[src/rtl/bytepar_xcvr_pkg.sv]
package bytepar_xcvr_pkg;

    // Parity sense selected by the shared odd/even input.
    typedef enum logic {
        SENSE_EVEN = 1'b0,
        SENSE_ODD  = 1'b1
    } par_sense_t;

    // Role of one direction's parity logic.
    typedef enum logic {
        ROLE_CHECK = 1'b0,
        ROLE_GEN   = 1'b1
    } par_role_t;

endpackage

[src/rtl/xcvr_byte_parity.sv]
module xcvr_byte_parity #(
    parameter int DATA_W = 16,
    parameter int BYTE_W = 8,
    localparam int NB    = DATA_W / BYTE_W
) (
    input  logic [DATA_W-1:0] data,
    input  logic              odd,
    output logic [NB-1:0]     par
);
    // One XOR tree per byte; the sense bit flips even into odd.
    for (genvar k = 0; k < NB; k++) begin : g_byte
        assign par[k] = (^data[k*BYTE_W +: BYTE_W]) ^ odd;
    end
endmodule

[src/rtl/xcvr_lane.sv]
module xcvr_lane
    import bytepar_xcvr_pkg::*;
#(
    parameter int DATA_W  = 16,
    parameter int BYTE_W  = 8,
    parameter bit HAS_GEN = 1'b0,
    localparam int NB     = DATA_W / BYTE_W
) (
    input  logic              clk,
    input  logic              rst_n,
    input  logic              le,
    input  logic              stb,
    input  logic              oe,
    input  logic              gen_mode,
    input  logic              odd_sel,
    input  logic [DATA_W-1:0] din,
    input  logic [NB-1:0]     pin,
    output logic [DATA_W-1:0] dout,
    output logic [NB-1:0]     pout,
    output logic              out_en,
    output logic              err_drv
);
    typedef struct packed {
        logic [DATA_W-1:0] data;
        logic [NB-1:0]     par;
    } lane_st_t;

    lane_st_t st_d, st_q;

    logic [DATA_W-1:0] view_data;
    logic [NB-1:0]     view_par;
    logic [NB-1:0]     calc_par;
    logic [NB-1:0]     byte_bad;
    par_role_t         role;

    // Next-state: the word follows the inputs while transparent or strobed.
    always_comb begin
        st_d = st_q;
        if (le || stb) begin
            st_d.data = din;
            st_d.par  = pin;
        end
    end

    always_ff @(posedge clk or negedge rst_n) begin
        if (!rst_n) begin
            st_q <= '0;
        end else begin
            st_q <= st_d;
        end
    end

    // Word seen at the output side of the storage element.
    assign view_data = le ? din : st_q.data;
    assign view_par  = le ? pin : st_q.par;

    xcvr_byte_parity #(
        .DATA_W (DATA_W),
        .BYTE_W (BYTE_W)
    ) u_calc (
        .data (view_data),
        .odd  (odd_sel),
        .par  (calc_par)
    );

    if (HAS_GEN) begin : g_sel
        assign role = par_role_t'(gen_mode);
    end else begin : g_chk
        // Check-only direction: the select input is not consulted.
        logic unused_gen;
        assign unused_gen = gen_mode;
        assign role       = ROLE_CHECK;
    end

    assign byte_bad = view_par ^ calc_par;
    assign dout     = view_data;
    assign pout     = (role == ROLE_GEN) ? calc_par : view_par;
    assign out_en   = oe;
    assign err_drv  = oe && (role == ROLE_CHECK) && (|byte_bad);
endmodule

[src/rtl/bytepar_xcvr.sv]
module bytepar_xcvr #(
    parameter int DATA_W = 16,
    parameter int BYTE_W = 8,
    localparam int NB    = DATA_W / BYTE_W
) (
    input  logic              clk,
    input  logic              rst_n,
    input  logic              odd_sel,
    input  logic              ab_gen,
    input  logic              ab_le,
    input  logic              ab_stb,
    input  logic              ab_oe,
    input  logic [DATA_W-1:0] a_data_in,
    input  logic [NB-1:0]     a_par_in,
    output logic [DATA_W-1:0] b_data_out,
    output logic [NB-1:0]     b_par_out,
    output logic              b_out_en,
    output logic              ab_err_drv,
    output logic              ab_err_lvl,
    input  logic              ba_le,
    input  logic              ba_stb,
    input  logic              ba_oe,
    input  logic [DATA_W-1:0] b_data_in,
    input  logic [NB-1:0]     b_par_in,
    output logic [DATA_W-1:0] a_data_out,
    output logic [NB-1:0]     a_par_out,
    output logic              a_out_en,
    output logic              ba_err_drv,
    output logic              ba_err_lvl
);
    // A toward B: generate or check, chosen by ab_gen.
    xcvr_lane #(
        .DATA_W  (DATA_W),
        .BYTE_W  (BYTE_W),
        .HAS_GEN (1'b1)
    ) u_ab (
        .clk      (clk),
        .rst_n    (rst_n),
        .le       (ab_le),
        .stb      (ab_stb),
        .oe       (ab_oe),
        .gen_mode (ab_gen),
        .odd_sel  (odd_sel),
        .din      (a_data_in),
        .pin      (a_par_in),
        .dout     (b_data_out),
        .pout     (b_par_out),
        .out_en   (b_out_en),
        .err_drv  (ab_err_drv)
    );

    // B toward A: always checks.
    xcvr_lane #(
        .DATA_W  (DATA_W),
        .BYTE_W  (BYTE_W),
        .HAS_GEN (1'b0)
    ) u_ba (
        .clk      (clk),
        .rst_n    (rst_n),
        .le       (ba_le),
        .stb      (ba_stb),
        .oe       (ba_oe),
        .gen_mode (1'b0),
        .odd_sel  (odd_sel),
        .din      (b_data_in),
        .pin      (b_par_in),
        .dout     (a_data_out),
        .pout     (a_par_out),
        .out_en   (a_out_en),
        .err_drv  (ba_err_drv)
    );

    // Open-drain flags only ever pull low.
    assign ab_err_lvl = 1'b0;
    assign ba_err_lvl = 1'b0;
endmodule

[config.mk]
export PLATFORM = sky130hd
export DESIGN_NAME = bytepar_xcvr
export DESIGN_NICKNAME = d
export VERILOG_FILES = /design/src/rtl/bytepar_xcvr_pkg.sv /design/src/rtl/xcvr_byte_parity.sv /design/src/rtl/xcvr_lane.sv /design/src/rtl/bytepar_xcvr.sv
export SDC_FILE = /design/constraint.sdc
export NUM_CORES = 1
export LEC_CHECK = 0
export BUFFER_PORTS_ARGS = -buffer_cell sky130_fd_sc_hd__buf_2
export CORE_MARGIN = 5
export CORE_UTILIZATION = 41
export DETAILED_ROUTE_END_ITERATION = 16
export GPL_TIMING_DRIVEN = 1
export PLACE_DENSITY = 0.71
export SETUP_SLACK_MARGIN = 0.02
export SYNTH_ARGS = -nofsm -noshare
export SYNTH_HDL_FRONTEND = slang
export SYNTH_HIERARCHICAL = 1
export SYNTH_SLANG_ARGS = --single-unit
[constraint.sdc]
create_clock -name clk -period 2 [get_ports clk]
set_clock_uncertainty 0.15 [all_clocks]
set_input_delay 0.2 -clock clk [delete_from_list [all_inputs] [get_ports clk]]
set_output_delay 0.2 -clock clk [all_outputs]
set_load 0.01 [all_outputs]
==> results.yml, run 1 <==
status:
  status: "finished, violations left"
  violations: "setup timing"
sta:
  finalSetupViolCount: 4
  hold_viol: 0
  slew_violations: 0
  fin_ws_ns: -0.513
  fmax_mhz: 398
  period_minus_slack_ns: 2.51
  finalSetupTns_ns: -1.81
  rsz0062_at_grt: "true"
  fin_crit_sh: 1.26
worst_setup_path:
  start_kind: "register"
  crit_required_ns: 1.65
  endpoint_kind: "output port"
  crit_type: "reg -> out"
  worst-path-max-fanout: 2
  critPathArrivalTime_ns: 2.16
cts:
  cts_root_buf: "clkbuf_8"
  cts_num_sinks: 36
  clk_latency_ns: 0.28
  path_clk_slew_ns: 0.07
  tritoncts: "yes"
  clk_path_buf_depth: 2
  cts_buffers: 5
  htree_levels: 2
yosys:
  synth-seq-cells: 36
  yosysSeqAreaShare: 0.382
  synth_cell_types: 18
  yosys.area.top_type: "dfrtp_1"
  syn_avg_cell_area_um2: 14.8
  postSynthCellCount: 159
  yosysWarnings: 6
  synthTopCellsByArea: "dfrtp_1 (38%), mux2_2 (23%), mux2_4 (15%)"
  yosysTopAreaCellShare: 0.382
  syn_area_um2: 2360
final_layout:
  multi_input_area_um2: 1480
  diodes: 0
  areaGrowthSynthToFinish_pct: 38.5
  regArea_um2: 901
  fin_cells: 346
  nNetsFinal: 319
  final_common_cell: "buf_2"
  layout_common_cells: "buf_2 (82), mux2_2 (36), mux2_4 (36), dfrtp_1 (36), buf_4 (22)"
  n_fill_cell: 487
  drive_gt1_frac: 0.745
routing:
  wire_per_inst_um: 14.5
  antenna_left: 0
  wl_um: 5030
  drc: 0
  drt_iter0_drc: 26
  vias_per_cell: 4.61
  via_count: 1595
  drtPass1Iterations: 4
die:
  fp.dieH_um: 85.9
  die_w_um: 85.9
  io_pins: 88
  coreArea_um2: 5540
  dieArea_um2: 7380
  initial_core_util: 0.426
  num_rows: 27
power:
  swShare: 0.298
  power_frac_comb: 0.431
  intPower_w: 0.00167
  p_leak_nw: 1.63
  p_per_area_nw_per_um2: 727
  switchingPower_w: 0.000708
  clkPwrFrac: 0.223
  p_seq_frac: 0.346
  irDropWorstVdd_mv: 0.330
grt:
  globalRoute.totalOverflow: 0
  grt.total_usage: 0.142
  grt_pass1_wl_um: 8210
  grt_antenna_before_repair: 0
  grt_pass1_vias: 1820
  grt_max_degree: 35
  use_met2: 0.259
  use_met3: 0.0355
  busiest_layer: "met2"
  grt_use_met1: 0.165
job:
  maxCapViolations: 0
place:
  place_ws_ns: -0.460
  hpwl_um: 3750
  gp_congestion: 0.752
  place_inst: 327
  port_buffers: 85
min_path:
  worstHoldPathType: "in -> reg"
## worst max-delay path, stage by stage, from the launching register on
cell	delay [ns]
dfrtp_1	0.38
mux2_4	0.29
xnor2_2	0.15
xnor3_1	0.41
xnor2_1	0.15
inv_1	0.10
xnor2_2	0.15
a21oi_2	0.11
buf_2	0.13
## synth_stat cells
cell      instances
a21boi_1          1
a21oi_1           1
buf_12            2
buf_4             6
buf_6             2
conb_1            1
dfrtp_1          36
inv_1             1
mux2_2           49
mux2_4           23
mux2i_1           1
mux2i_2           1
nand2b_1          1
nor2_8            2
xnor2_1          20
xnor2_2           4
xnor3_1           4
xor2_1            4
## registers in the layout, indices dropped and copies added (netlist names)
name / flops
u_ab/st_q: 18
u_ba/st_q: 18
## layer usage
| metal | up-vias | wire (um) | share of wire |
|---|---|---|---|
| met1 | 783 | 2060 | 0.41 |
| met2 | 34 | 2700 | 0.54 |
| li1 | 776 | - | - |
| met3 | 2 | 253 | 0.050 |
| met5 | - | 0 | 0 |
| met4 | 0 | 21 | 0.0042 |
## cells by family after synthesis
| group | count (synthesis) | share of synthesized area |
|---|---|---|
| compound gates | 2 | 0.00530 |
| xor+xnor | 32 | 0.155 |
| buf+inv | 11 | 0.0472 |
| flops | 36 | 0.382 |
| mux | 74 | 0.390 |
| other cells | 1 | 0.00159 |
| simple gates | 3 | 0.0196 |
## final timing paths
kind,startpoint,to,slack [ns],cells after the start
setup / recovery,u_ab/st_q[8],ab_err_drv,-0.51,8
hold / removal,a_data_in[12],u_ab/st_q[14],0.01,2
setup reg to reg,u_ba/st_q[7],u_ba/st_q[7],0.99,2
hold reg to reg,u_ba/st_q[16],u_ba/st_q[16],0.35,1
max in group asynchronous,rst_n,u_ab/st_q[0],1.20,3
min in group asynchronous,rst_n,u_ba/st_q[16],0.11,2
## timing repair
action | 4_1_cts | 5_1_grt
buffers inserted | 1 | 0
endpoints found under the hold margin | 45 | 0
setup endpoints to repair | 4 | 4
pin swaps | 5 | 6
resized for setup | 11 | 4
hold buffers | 10 | 0
## stage by stage
step / power (W) / util / instance area [um2] / hold slack (ns)
floorplan: 0.00149 / - / 2440 / -0.246
global placement: 0.00174 / 0.538 / 2980 / -0.138
detailed placement: 0.00174 / 0.538 / 2980 / -0.138
CTS: 0.00239 / 0.586 / 3250 / 0.000158
global route: 0.00252 / 0.590 / 3270 / 0.00147
finish: 0.00238 / 0.590 / 3270 / 0.0107
## cell type report
class                   count  area share
clock inverters             2     0.00306
inverters                   1     0.00115
clock buffers               6      0.0252
well taps                  72      0.0275
flip-flops and latches     36       0.275
repair buffers            116       0.216
multi-input cells         113       0.451
## power groups by stage
stage	Combinational (W)	Sequential, W	Clock [W]
after detailed placement	0.000909	0.000833	0
final	0.00102	0.000821	0.000531
after global placement	0.000904	0.000832	0
after global routing	0.00110	0.000830	0.000589
after floorplan	0.000669	0.000824	0
after CTS	0.00101	0.000821	0.000560
No activity file was read; power rests on OpenSTA's default activity.
==> inputs of run 2 (changes only) <==
- PLACE_DENSITY: 0.71 -> 0.68
- clock period: 2 -> 2.9 ns (I/O delays scaled with it)
==> results.yml, run 2 (synthesis results as in run 1) <==
status:
  status: "completed"
place:
  gp_congestion: 0.756
  port_buffers: 85
  place_ws_ns: 0.135
  hpwl_um: 3480
die:
  coreArea_um2: 5540
  num_rows: 27
  io_pins: 88
  fp.dieH_um: 85.9
  initial_core_util: 0.426
  dieArea_um2: 7380
  die_w_um: 85.9
routing:
  vias_per_cell: 4.80
  drc: 0
  drtPass1Iterations: 4
  via_count: 1525
  wire_per_inst_um: 14.4
  antenna_left: 0
  wl_um: 4580
  drt_iter0_drc: 38
power:
  intPower_w: 0.00130
  p_per_area_nw_per_um2: 592
  switchingPower_w: 0.000450
  clkPwrFrac: 0.350
  p_leak_nw: 1.42
  swShare: 0.257
  irDropWorstVdd_mv: 0.250
  power_frac_comb: 0.328
  p_seq_frac: 0.323
grt:
  grt_max_degree: 37
  grt_antenna_before_repair: 0
  grt_pass1_vias: 1599
  grt.total_usage: 0.127
  globalRoute.totalOverflow: 0
  grt_pass1_wl_um: 7510
final_layout:
  regArea_um2: 901
  nNetsFinal: 291
  final_common_cell: "buf_2"
  areaGrowthSynthToFinish_pct: 25.3
  multi_input_area_um2: 1350
  diodes: 0
  n_fill_cell: 501
  layout_common_cells: "buf_2 (84), mux2_2 (49), dfrtp_1 (36), mux2_4 (23), xnor2_1 (20)"
  drive_gt1_frac: 0.707
  largest_registers: "u_ab/st_q (18), u_ba/st_q (18)"
sta:
  finalSetupViolCount: 0
  hold_viol: 0
  fin_ws_ns: 0.190
  period_minus_slack_ns: 2.71
  worst_slew_pin_slew_ns: 0.806
  slew_violations: 0
  finalSetupTns_ns: 0
  fin_crit_sh: 0.934
  fmax_mhz: 369
  rsz0062_at_grt: "false"
  slew_headroom: 0.463
cts:
  clk_latency_ns: 0.28
  cts_buffers: 5
  postCtsSetupBuffers: 0
  clk_path_buf_depth: 2
  htree_levels: 2
  path_clk_slew_ns: 0.08
  cts_num_sinks: 36
  tritoncts: "yes"
  cts_root_buf: "clkbuf_8"
worst_setup_path:
  worst-path-max-fanout: 14
  r2r_start: "u_ba/st_q[0]"
  start_kind: "primary input"
  critPathArrivalTime_ns: 2.27
  setup.worst_path.start: "ba_le"
  crit_required_ns: 2.46
  crit_type: "in -> out"
  endpoint_kind: "output port"
job:
  maxCapViolations: 0
min_path:
  min_from: "b_data_in[4]"
  worstHoldPathType: "in -> reg"
run 2: changes by cell type in the layout (fill, tap and decap cells not counted), moves of 2 or more:
cell / before / now
mux2_4: 36 / 23
xnor2_2: 13 / 4
xnor2_1: 11 / 20
bufinv_16: 0 / 3
mux2_2: 36 / 49
buf_2: 82 / 84
dlygate4sd3_1: 10 / 1
buf_4: 22 / 2
clkinv_2: 2 / 0
run 2: metrics by stage:
step | util | total power, W | cell area (um2) | hold WS (ns) | instances
after global routing | 0.534 | 0.00184 | 2960 | 0.0875 | 318
after detailed placement | 0.503 | 0.00115 | 2790 | 0.289 | 309
final | 0.534 | 0.00175 | 2960 | 0.0920 | 318
after CTS | 0.534 | 0.00177 | 2960 | 0.0825 | 318
after floorplan | - | 0.00100 | 2360 | -0.156 | 160
after global placement | 0.503 | 0.00115 | 2790 | 0.298 | 309
run 2: routing by layer:
layer,part of all wire,global-route usage
met2,0.43,0.195
met1,0.47,0.175
met4,0.0076,0.0259
met3,0.095,0.0403
met5,0,0
run 2: path summary, 6_finish.rpt:
| path | cells after the start | end | slack (ns) |
|---|---|---|---|
| min in group asynchronous | 2 | u_ab/st_q[13] | 0.47 |
| setup reg to reg | 1 | u_ba/st_q[0] | 1.98 |
| setup / recovery | 8 | ba_err_drv | 0.19 |
| hold reg to reg | 1 | u_ba/st_q[12] | 0.36 |
| max in group asynchronous | 2 | u_ab/st_q[6] | 1.61 |
| hold / removal | 2 | u_ba/st_q[6] | 0.09 |
run 2: power by group through the flow:
stage / clock network, W / logic [W] / registers (W)
after CTS: 0.000627 / 0.000581 / 0.000565
after global placement: 0 / 0.000574 / 0.000573
after detailed placement: 0 / 0.000576 / 0.000574
after global routing: 0.000648 / 0.000622 / 0.000570
final: 0.000612 / 0.000574 / 0.000565
after floorplan: 0 / 0.000434 / 0.000568
run 2: timing repair:
action | CTS | global route
setup endpoints to repair | 0 | 1
gates resized for setup | 0 | 1
hold buffers | 1 | 0
hold endpoints to repair | 36 | 0
run 2: area by class of cell:
type	instances	area share
Clock buffer	5	0.0233
Clock inverter	3	0.0304
Inverter	1	0.00127
Multi-Input combinational cell	113	0.457
Sequential cell	36	0.304
Tap cell	72	0.0304
Timing Repair Buffer	88	0.153
run 2: worst max-delay path: stages:
cell	delay [ns]
buf_2	0.35
mux2_2	0.40
xnor2_1	0.19
xnor3_1	0.44
xnor2_1	0.22
xnor2_1	0.10
a21boi_1	0.14
buf_2	0.14
